[config.mk]
export PLATFORM = sky130hd
export DESIGN_NAME = ovf_irq_timer
export DESIGN_NICKNAME = d
export VERILOG_FILES = /design/src/rtl/ovf_timer_pkg.sv /design/src/rtl/ovf_timer_decode.sv /design/src/rtl/ovf_timer_latch.sv /design/src/rtl/ovf_timer_count.sv /design/src/rtl/ovf_timer_flag.sv /design/src/rtl/ovf_irq_timer.sv
export SDC_FILE = /design/constraint.sdc
export NUM_CORES = 1
export LEC_CHECK = 0
export BUFFER_PORTS_ARGS = -buffer_cell sky130_fd_sc_hd__buf_2
export CAP_MARGIN = 5
export CORE_ASPECT_RATIO = 0.75
export CORE_MARGIN = 1
export CORE_UTILIZATION = 35
export CTS_CLUSTER_SIZE = 14
export DETAILED_ROUTE_END_ITERATION = 8
export PLACE_DENSITY_LB_ADDON = 0.3
export SYNTH_ARGS = -nofsm -noshare
export SYNTH_HDL_FRONTEND = slang
export SYNTH_SLANG_ARGS = --single-unit
[constraint.sdc]
create_clock -name clk -period 2.2 [get_ports clk]
set_input_delay 0.22 -clock clk [delete_from_list [all_inputs] [get_ports clk]]
set_output_delay 0.22 -clock clk [all_outputs]
set_load 0.03 [all_outputs]
[src/rtl/ovf_timer_pkg.sv]
package ovf_timer_pkg;
   typedef enum logic [1:0] {
      TOP_IDLE  = 2'd0,
      TOP_LATCH = 2'd1,
      TOP_ACK   = 2'd2,
      TOP_CTRL  = 2'd3
   } tmr_op_e;
endpackage

[src/rtl/ovf_timer_decode.sv]
module ovf_timer_decode
   import ovf_timer_pkg::*;
#(
   parameter int ADDR_W = 16,
   parameter int LANES = 2,
   parameter logic [ADDR_W-1:0] LATCH_BASE = 16'hD600,
   parameter logic [ADDR_W-1:0] LANE_STRIDE = 16'h0100,
   parameter logic [ADDR_W-1:0] ACK_ADDR = 16'hD800,
   parameter logic [ADDR_W-1:0] CTRL_ADDR = 16'hD900
) (
   input  logic              wr_en,
   input  logic [ADDR_W-1:0] addr,
   output tmr_op_e           op,
   output logic [LANES-1:0]  lane_we
);
   for (genvar g = 0; g < LANES; g++) begin : g_lane
      localparam logic [ADDR_W-1:0] LANE_ADDR =
         ADDR_W'(int'(LATCH_BASE) + g * int'(LANE_STRIDE));
      assign lane_we[g] = wr_en && (addr == LANE_ADDR);
   end

   always_comb begin
      op = TOP_IDLE;
      if (wr_en) begin
         if (addr == CTRL_ADDR)      op = TOP_CTRL;
         else if (addr == ACK_ADDR)  op = TOP_ACK;
         else if (|lane_we)          op = TOP_LATCH;
      end
   end
endmodule

[src/rtl/ovf_timer_latch.sv]
module ovf_timer_latch #(
   parameter int DATA_W = 8,
   parameter int LANES = 2,
   localparam int LATCH_W = DATA_W * LANES
) (
   input  logic               clk,
   input  logic               rst,
   input  logic [LANES-1:0]   lane_we,
   input  logic [DATA_W-1:0]  wdata,
   output logic [LATCH_W-1:0] latch
);
   for (genvar g = 0; g < LANES; g++) begin : g_byte
      logic [DATA_W-1:0] byte_q;
      always_ff @(posedge clk) begin
         if (rst)             byte_q <= '0;
         else if (lane_we[g]) byte_q <= wdata;
      end
      assign latch[g*DATA_W +: DATA_W] = byte_q;
   end
endmodule

[src/rtl/ovf_timer_count.sv]
module ovf_timer_count #(
   parameter int LATCH_W = 16,
   localparam int CNT_W = LATCH_W + 1
) (
   input  logic               clk,
   input  logic               rst,
   input  logic               ctrl_wr,
   input  logic               ack_wr,
   input  logic               en_in,
   input  logic               rearm_in,
   input  logic [LATCH_W-1:0] latch,
   output logic [CNT_W-1:0]   cnt_q,
   output logic               en_q,
   output logic               rearm_q,
   output logic               carry_set
);
   logic [CNT_W-1:0] inc;

   assign inc       = cnt_q + CNT_W'(1);
   assign carry_set = en_q && !ctrl_wr && inc[CNT_W-1];

   always_ff @(posedge clk) begin
      if (rst) begin
         cnt_q   <= '0;
         en_q    <= 1'b0;
         rearm_q <= 1'b0;
      end else if (ctrl_wr) begin
         cnt_q   <= {1'b0, latch};
         en_q    <= en_in;
         rearm_q <= rearm_in;
      end else begin
         if (en_q)   cnt_q <= inc;
         if (ack_wr) en_q  <= rearm_q;
      end
   end
endmodule

[src/rtl/ovf_timer_flag.sv]
module ovf_timer_flag #(
   parameter bit CLEAR_WINS = 1'b1
) (
   input  logic clk,
   input  logic rst,
   input  logic clr,
   input  logic set,
   output logic irq
);
   if (CLEAR_WINS) begin : g_clear_first
      always_ff @(posedge clk) begin
         if (rst || clr) irq <= 1'b0;
         else if (set)   irq <= 1'b1;
      end
   end else begin : g_set_first
      always_ff @(posedge clk) begin
         if (rst)      irq <= 1'b0;
         else if (set) irq <= 1'b1;
         else if (clr) irq <= 1'b0;
      end
   end
endmodule

[src/rtl/ovf_irq_timer.sv]
module ovf_irq_timer
   import ovf_timer_pkg::*;
#(
   parameter int ADDR_W = 16,
   parameter int DATA_W = 8,
   parameter int LATCH_W = 16,
   parameter logic [ADDR_W-1:0] LATCH_BASE = 16'hD600,
   parameter logic [ADDR_W-1:0] LANE_STRIDE = 16'h0100,
   parameter logic [ADDR_W-1:0] ACK_ADDR = 16'hD800,
   parameter logic [ADDR_W-1:0] CTRL_ADDR = 16'hD900,
   parameter int EN_BIT = 1,
   parameter int REARM_BIT = 0,
   parameter bit CLEAR_WINS = 1'b1
) (
   input  logic              clk,
   input  logic              rst,
   input  logic              wr_en,
   input  logic [ADDR_W-1:0] addr,
   input  logic [DATA_W-1:0] wdata,
   output logic              irq
);
   localparam int LANES = LATCH_W / DATA_W;
   localparam int CNT_W = LATCH_W + 1;

   if (LATCH_W % DATA_W != 0 || LANES < 1) begin : g_bad_width
      $error("latch width must be a whole number of data bytes");
   end
   if (EN_BIT >= DATA_W || REARM_BIT >= DATA_W || EN_BIT == REARM_BIT) begin : g_bad_bits
      $error("control bit positions must be distinct and inside the data byte");
   end
   if (ACK_ADDR == CTRL_ADDR) begin : g_bad_addr
      $error("acknowledge and control addresses must differ");
   end

   tmr_op_e            op;
   logic [LANES-1:0]   lane_we;
   logic [LATCH_W-1:0] latch;
   logic [CNT_W-1:0]   cnt_q;
   logic               en_q;
   logic               rearm_q;
   logic               carry_set;
   logic               ctrl_wr;
   logic               ack_wr;

   assign ctrl_wr = (op == TOP_CTRL);
   assign ack_wr  = (op == TOP_ACK);

   ovf_timer_decode #(
      .ADDR_W(ADDR_W), .LANES(LANES), .LATCH_BASE(LATCH_BASE),
      .LANE_STRIDE(LANE_STRIDE), .ACK_ADDR(ACK_ADDR), .CTRL_ADDR(CTRL_ADDR)
   ) u_decode (
      .wr_en(wr_en), .addr(addr), .op(op), .lane_we(lane_we)
   );

   ovf_timer_latch #(.DATA_W(DATA_W), .LANES(LANES)) u_latch (
      .clk(clk), .rst(rst), .lane_we(lane_we), .wdata(wdata), .latch(latch)
   );

   ovf_timer_count #(.LATCH_W(LATCH_W)) u_count (
      .clk(clk), .rst(rst), .ctrl_wr(ctrl_wr), .ack_wr(ack_wr),
      .en_in(wdata[EN_BIT]), .rearm_in(wdata[REARM_BIT]), .latch(latch),
      .cnt_q(cnt_q), .en_q(en_q), .rearm_q(rearm_q), .carry_set(carry_set)
   );

   ovf_timer_flag #(.CLEAR_WINS(CLEAR_WINS)) u_flag (
      .clk(clk), .rst(rst), .clr(ctrl_wr || ack_wr), .set(carry_set), .irq(irq)
   );
endmodule

==> results of run 1 <==
[routing by layer]
layer  global-route usage  share of wire  up-vias
li1                     -              -      837
met1                0.260           0.54      738
met2                0.229           0.40       29
met3               0.0497          0.050        7
met4               0.0500          0.012        0
met5                    0              0        -
[state kept, by name, indices dropped and copies added, names as in the netlist]
register / count
u_flag.irq: 1
u_count.rearm_q: 1
u_latch.g_byte.byte_q: 16
u_count.en_q: 1
u_count.cnt_q: 17
[critical path: cells and delay by family (launching register included)]
family	cells	cell delay (ns)
compound gates	2	0.43
flops	1	0.57
simple gates	2	0.65
[logic make-up (layout without fill, tap and decap cells)]
kind of cell | after synthesis | in the layout
AOI/OAI and AO/OA | 67 | 67
xor gates and xnor gates | 14 | 14
adders and majority gates | 1 | 1
buffers and inverters | 18 | 49
DFF | 36 | 36
muxes | 2 | 2
and+or+nand+nor | 63 | 63
[power groups by stage]
| stage | combinational [W] | clock, W | sequential [W] |
|---|---|---|---|
| 2_1_floorplan | 0.0000288 | 0 | 0.000666 |
| 3_3_place_gp | 0.0000661 | 0 | 0.000666 |
| 3_5_place_dp | 0.0000664 | 0 | 0.000666 |
| 4_1_cts | 0.0000666 | 0.000496 | 0.000651 |
| 5_1_grt | 0.0000742 | 0.000533 | 0.000651 |
| 6_report | 0.0000663 | 0.000485 | 0.000651 |
[per-stage QoR]
stage	util	setup WS [ns]	cells	cell area (sq um)
global route	0.430	0.409	292	2130
global placement	0.412	0.438	284	2040
floorplan	-	0.632	201	1820
detailed placement	0.412	0.416	284	2040
CTS	0.430	0.486	292	2130
finish	0.430	0.485	292	2130
[path summary, 6_finish.rpt]
kind                                      end  depth (start not counted)                   startpoint
setup / recovery            u_count.cnt_q[15]                          4                 u_count.en_q
hold / removal    u_latch.g_byte[0].byte_q[7]                          2                     wdata[7]
setup reg to reg            u_count.cnt_q[15]                          4                 u_count.en_q
hold reg to reg   u_latch.g_byte[1].byte_q[1]                          2  u_latch.g_byte[1].byte_q[1]
[synthesized netlist by cell type (all sizes together)]
library cell	count
o311a	8
xor2	4
o31ai	9
buf	7
or4	2
a31o	8
a211oi	8
o32a	1
dfxtp	36
nand2	5
nand4	7
nand2b	1
nor2	5
and3	1
and3b	1
nor3	14
a21bo	1
nand3b	2
mux2i	2
and4	1
and4bb	1
a311oi	1
o21ai	10
inv	4
xnor2	10
o31a	1
ha	1
clkbuf	7
nand3	17
nor4	5
a21oi	20
or3	1
[cell type report]
cell class                      count  area (sq um)  share of cell area
Clock buffer                        8          90.1              0.0423
Inverter                            4          15.0             0.00704
Multi-Input combinational cell    147          1020               0.479
Sequential cell                    36           721               0.338
Tap cell                           60          75.1              0.0352
Timing Repair Buffer               37           210              0.0986
==> flow_results.org, run 1 <==
** Final layout
- The library cell used most frequently in the layout, excluding fill and tap cells, is sky130_fd_sc_hd__dfxtp_1.
- The repair_antennas step left the layout with diodes totalling 0.
- Final net count :: 259
- Fill cells in the final layout number 491.
- The library cells used most frequently in the layout, excluding fill and tap cells, are sky130_fd_sc_hd__dfxtp_1, sky130_fd_sc_hd__buf_2, sky130_fd_sc_hd__a21oi_1, sky130_fd_sc_hd__nand3_1, sky130_fd_sc_hd__nor3_1.
- Post-synthesis to final-layout area growth :: 16.9%
- Share of layout cells above drive strength 1 :: 0.254

** Timing
- The count of final hold-check violations came to 0.
- Worst hold-check slack :: 0.176 ns
- Remaining max-slew budget at the tightest pin :: 0.543
- Sum Neg Setup Slack :: 0 ns
- The number of max-slew violations in the final report came to 0.
- Worst-Margin Slew :: 0.684 ns
- Setup repair after global routing left no endpoint under its margin.
- Final Cycle Share :: 0.780
- Fmax :: 583 MHz
- The worst path needs 1.71 ns of the cycle, external delays included.
- Number of endpoints failing setup at the final stage :: 0
- Worst-case clock skew :: 0.00321 ns

** Global route
- In the global route stage, overall resource usage came out at 0.171.
- Via count of the first global-routing pass :: 1448
- Maximum number of pins on one net before global-route repair :: 26
- First-pass GRT wire length :: 7290 microns
- The total overflow left after global routing is 0.
- The initial antenna violation count was 0.

** Synthesis
- After synthesis the netlist holds a flip-flop and latch count of 36.
- Summed instance area of the synthesized netlist :: 1820 sq um
- The Yosys step of the flow raised 0 warnings.
- Adder and majority cell fraction of the synthesized area :: 0.00686
- Main combinational cell family by area after synthesis :: compound AO/OA/AOI/OAI gates
- Synthesis instantiated 40 different standard cells from the library.
- Area share of and/or/nand/nor cells after synthesis :: 0.219
- By area the synthesized netlist is led by sky130_fd_sc_hd__dfxtp_1, sky130_fd_sc_hd__a21oi_1, sky130_fd_sc_hd__xnor2_1.
- After synthesis, the share of cell area in mux cells is 0.0110.
- The fraction of the mapped netlist area in compound gates came to 0.255.
- The number of nets in the synthesized netlist is 229.
- The largest total area in the synthesized netlist belongs to sky130_fd_sc_hd__dfxtp_1.
- Xor/xnor cell area share of the yosys netlist :: 0.0672
- Post-Synthesis Cells :: 201
- Synth top area share :: 0.395
- For this run, the register share of the synthesized area comes to 0.395.
- Post-synthesis average cell area :: 9.08 sq um

** Detailed routing
- Wires add up to 4340 microns.
- Once detail routing completed, the nets flagged for antenna violations numbered 0.
- Vias per cell :: 5.52
- The final route contains 1611 vias.
- Before antenna repair, the detailed router went through 4 iterations.
- After the first detailed-routing iteration, the DRC count stood at 38.
- After detailed routing, the number of remaining DRC violations is 0.
- After detailed routing, the average wire length per cell comes to 14.9 microns.

** Power
- In this run the power spent charging and discharging nets is 0.000268 W.
- Combinational Power Share :: 0.055
- IR analysis of the VDD net gives a maximum drop of 231 uV.
- Share of total power in sequential cells :: 0.542
- Reported leakage power :: 0.721 nW
- The share of total power dissipated in the clock network is 0.403.
- Pwr/cell area :: 564 nW/um^2
- The design draws 0.00120 W.
- Of the total power, the share spent switching nets is 0.223.
- Internal power consumption :: 0.000934 W

** Worst setup path
- The slowest stage of the critical path belongs to the cell sky130_fd_sc_hd__dfxtp_1.
- Worst R2R Setup Slack :: 0.49 ns
- The critical path goes through nand3_1 > or4_4 > o32a_1 > a21oi_1.
- Data required, critical path :: 2.42 ns
- Maximum fanout encountered on the critical timing path :: 12
- Crit path launch type :: flip-flop
- Endpoint type of the worst setup path :: flip-flop
- Worst path max stage delay :: 0.57 ns
- STA puts the critical path data arrival time at 1.94 ns.
- Type of the setup path with the least slack :: flip-flop to flip-flop

** Place
- HPWL reported at the end of detailed placement :: 3170 microns
- The congestion estimate from routability-driven global placement came to 0.808.
- Port buffer count :: 27

** Floorplan
- The die covers 5510 sq um.
- The core region is 4950 sq um.
- Die span in x :: 85.4 microns
- The die is 64.5 microns tall.
- I/O pin count :: 28
- Number of standard-cell rows in the floorplan :: 22
- Initial core utilization :: 0.368

** Hold path
- In this run the worst hold path is classified as primary input to flip-flop.

** Outcome
- The run finished with clean final reports.

** Clock network
- Number of buffers between clock root and the deepest sink :: 2
- Reg clk slew, reported paths :: 0.07 ns
- CTS tree :: yes
- CTS built an H-tree with a depth of 2.
- Number of clock sinks :: 36
- Clock tree synthesis selected as its root buffer the cell sky130_fd_sc_hd__clkbuf_8.
- After clock tree synthesis, the setup repair step added 0 buffers.
- CTS buffer count :: 5
- Buffers inserted to repair hold after CTS numbered 0.
- At the later pin of the worst-skew pair, clock insertion delay measures 0.28 ns.
- In this run, post-CTS repair resized a total of 0 instances.

** Job
- The tool flagged a number of max-cap violations equal to 0.
No activity file was read; power rests on OpenSTA's default activity.
==> run 2, diff against run 1 <==
- clock period: 2.2 -> 1.8 ns (I/O delays scaled with it)
==> flow_results.org, run 2 (synthesis results as in run 1) <==
** Detailed routing
- Average routed wire per standard cell :: 15.6 microns
- First-pass iteration count of the detailed router :: 4
- In the routed design, unresolved DRC markers number 0.
- In this run the remaining antenna-violating nets after routing total 0.
- Routed WL :: 4650 microns
- DR vias :: 1692
- Drt initial violations :: 117
- Using the TritonRoute via totals, the vias-per-cell ratio works out to 5.70.

** Final layout
- Antenna Diode Count :: 0
- Share of layout cells above drive strength 1 :: 0.270
- Registers with the most flip-flops :: u_count.cnt_q (17), u_latch.g_byte.byte_q (16)
- Measured on the finished design, the core utilization comes to 0.438.
- Leaving out fill and tap cells, the most frequent cell in the layout is sky130_fd_sc_hd__dfxtp_1.
- The register with the most flip-flops in the layout has 17 of them.
- Final net count :: 264
- Most used cells in the layout excluding fill and tap cells :: sky130_fd_sc_hd__dfxtp_1, sky130_fd_sc_hd__buf_2, sky130_fd_sc_hd__a21oi_1, sky130_fd_sc_hd__nand3_1, sky130_fd_sc_hd__buf_4
- Most flops, register :: u_count.cnt_q
- The area growth from synthesis to layout is 18.9%.
- Filler cell count in the final layout :: 492

** Power
- The internal portion of the total power is 0.00115 W.
- In this run the static leakage power is 0.746 nW.
- Net switching power figure :: 0.000326 W
- Dividing total power by cell area gives a power density of 679 nW/um^2.
- IR Drop Worst-Case VDD :: 366 uV
- Of the total power, the share spent switching nets is 0.221.
- Of the total power, the clock network draws 0.400.
- Share of total power in sequential cells :: 0.541
- Combinational Power Share :: 0.060

** Floorplan
- Die extent in y :: 64.5 microns
- Number of standard-cell rows in the floorplan :: 22
- The core region is 4950 sq um.
- Initial core utilization :: 0.368
- I/O pin count :: 28
- Area enclosed by the die boundary :: 5510 sq um
- The die is 85.4 microns wide.

** Place
- Buffers placed on the I/O ports in this run total 27.
- HPWL reported at the end of detailed placement :: 3320 microns
- Weighted congestion reported at the end of routability-driven placement :: 0.795
- Setup Slack @ Placement :: 0.126 ns

** Global route
- The layer flagged by global routing as most heavily used is met1.
- Global-route congestion overflow total :: 0
- For met2 alone, demand over resource in global routing was 0.258.
- Via count of the first global-routing pass :: 1595
- Maximum number of pins on one net before global-route repair :: 20
- First-pass GRT wire length :: 8020 microns
- The initial antenna violation count came to 0.
- Total routing usage reported by global routing :: 0.188
- Met1 usage :: 0.279
- For this run, global-route usage on met3 was measured as 0.0561.

** Timing
- Worst hold-check slack :: 0.135 ns
- The number of max-slew violations in the final report came to 0.
- In this run the tightest slew margin relative to its limit is 0.768.
- Setup repair after global routing left no endpoint under its margin.
- Final worst slack :: 0.107 ns
- Clock skew on the completed layout was measured at 0.00643 ns.
- For the final routed database, the setup TNS stands at 0 ns.
- Final number of hold-violating endpoints :: 0
- For the pin with the worst max-slew slack, the measured transition is 0.349 ns.
- Fmax :: 591 MHz
- The routed design could run at a clock period as short as 1.69 ns.
- In the finished design, the share of the clock period the worst path needs comes to 0.941.
- Number of endpoints failing setup at the final stage :: 0

** Hold path
- Type of the tightest min-delay check :: primary input to flip-flop

** Worst setup path
- Data required, critical path :: 2.02 ns
- In this design, the stage delay of the slowest critical-path cell is 0.55 ns.
- Critical-path cell with the highest stage delay :: sky130_fd_sc_hd__or4_4
- CP arrival :: 1.92 ns
- Walking the worst path, the cells encountered are nand4_2 > or4_4 > o32a_1 > a21oi_1.
- Counting both buffers and inverters, the worst setup path holds a total of 0.
- Crit path launch type :: flip-flop
- Of all nets on the critical path, the largest fanout is 6.
- STA classifies the critical path endpoint as a flip-flop.
- Top cell family by delay on the critical path :: simple AND/OR/NAND/NOR gates
- By startpoint and endpoint, the worst setup path is classified as flip-flop to flip-flop.

** Clock network
- The number of gates resized after CTS was 0.
- The clock drives 36 sinks.
- The H-tree was split into 2 levels.
- After clock tree synthesis, the clock-pin slew on the worst setup and hold paths is 0.07 ns.
- Clock tree synthesis selected as its root buffer the cell sky130_fd_sc_hd__clkbuf_8.
- TritonCTS built the clock tree.
- For the worst-skew pair, the clock arrives at the later sink with an insertion delay of 0.29 ns.
- Counting the buffers created by CTS gives 5.
- In this run, post-CTS hold repair placed 0 buffers.
- The clock passes through at most 2 buffers.
- Buffers added to address setup during post-CTS repair amount to 0.

** Outcome
- The flow ran to the end, and the final reports show no timing, DRC or antenna violations.

** Job
- Number of maximum-capacitance constraint violations :: 0
[run 2: cell count changes in the layout (fill, tap and decap cells not counted)]
cell | before | now
sky130_fd_sc_hd__buf_4 | 10 | 15
[run 2: area by class of cell]
cell class              count  area, sq um  area share
flip-flops and latches     36          721       0.332
multi-input cells         147         1020       0.471
clock buffers               8         90.1      0.0415
repair buffers             42          248       0.114
well taps                  60         75.1      0.0346
inverters                   4         15.0     0.00692
[run 2: power by group through the flow]
stage / Sequential, W / Combinational, W / Clock (W)
after floorplan: 0.000814 / 0.0000352 / 0
after global placement: 0.000814 / 0.0000860 / 0
after detailed placement: 0.000814 / 0.0000870 / 0
after CTS: 0.000796 / 0.0000875 / 0.000608
after global routing: 0.000795 / 0.0000974 / 0.000642
final: 0.000796 / 0.0000879 / 0.000588
[run 2: through the flow]
| step | area (sq um) | power, W | instances |
|---|---|---|---|
| CTS | 2170 | 0.00149 | 297 |
| floorplan | 1820 | 0.000850 | 201 |
| finish | 2170 | 0.00147 | 297 |
| global placement | 2080 | 0.000900 | 289 |
| detailed placement | 2080 | 0.000901 | 289 |
| global route | 2170 | 0.00154 | 297 |
[run 2: worst register-to-register path, delay by kind of cell (launching register included)]
kind,cells,cell delay (ns)
compound gates,2,0.44
flops,1,0.42
simple gates,2,0.78
[run 2: routing by layer]
metal,vias to the layer above,share of wire
met5,-,0
met4,0,0.0080
met3,5,0.049
met2,44,0.41
met1,798,0.53
li1,845,-
[run 2: final timing paths]
check                                    from                          end  slack [ns]  depth (start not counted)
hold / removal                       wdata[6]  u_latch.g_byte[0].byte_q[6]        0.14                          2
setup reg to reg             u_count.cnt_q[7]            u_count.cnt_q[15]        0.11                          4
hold reg to reg   u_latch.g_byte[1].byte_q[3]  u_latch.g_byte[1].byte_q[3]        0.48                          2
setup / recovery             u_count.cnt_q[7]            u_count.cnt_q[15]        0.11                          4
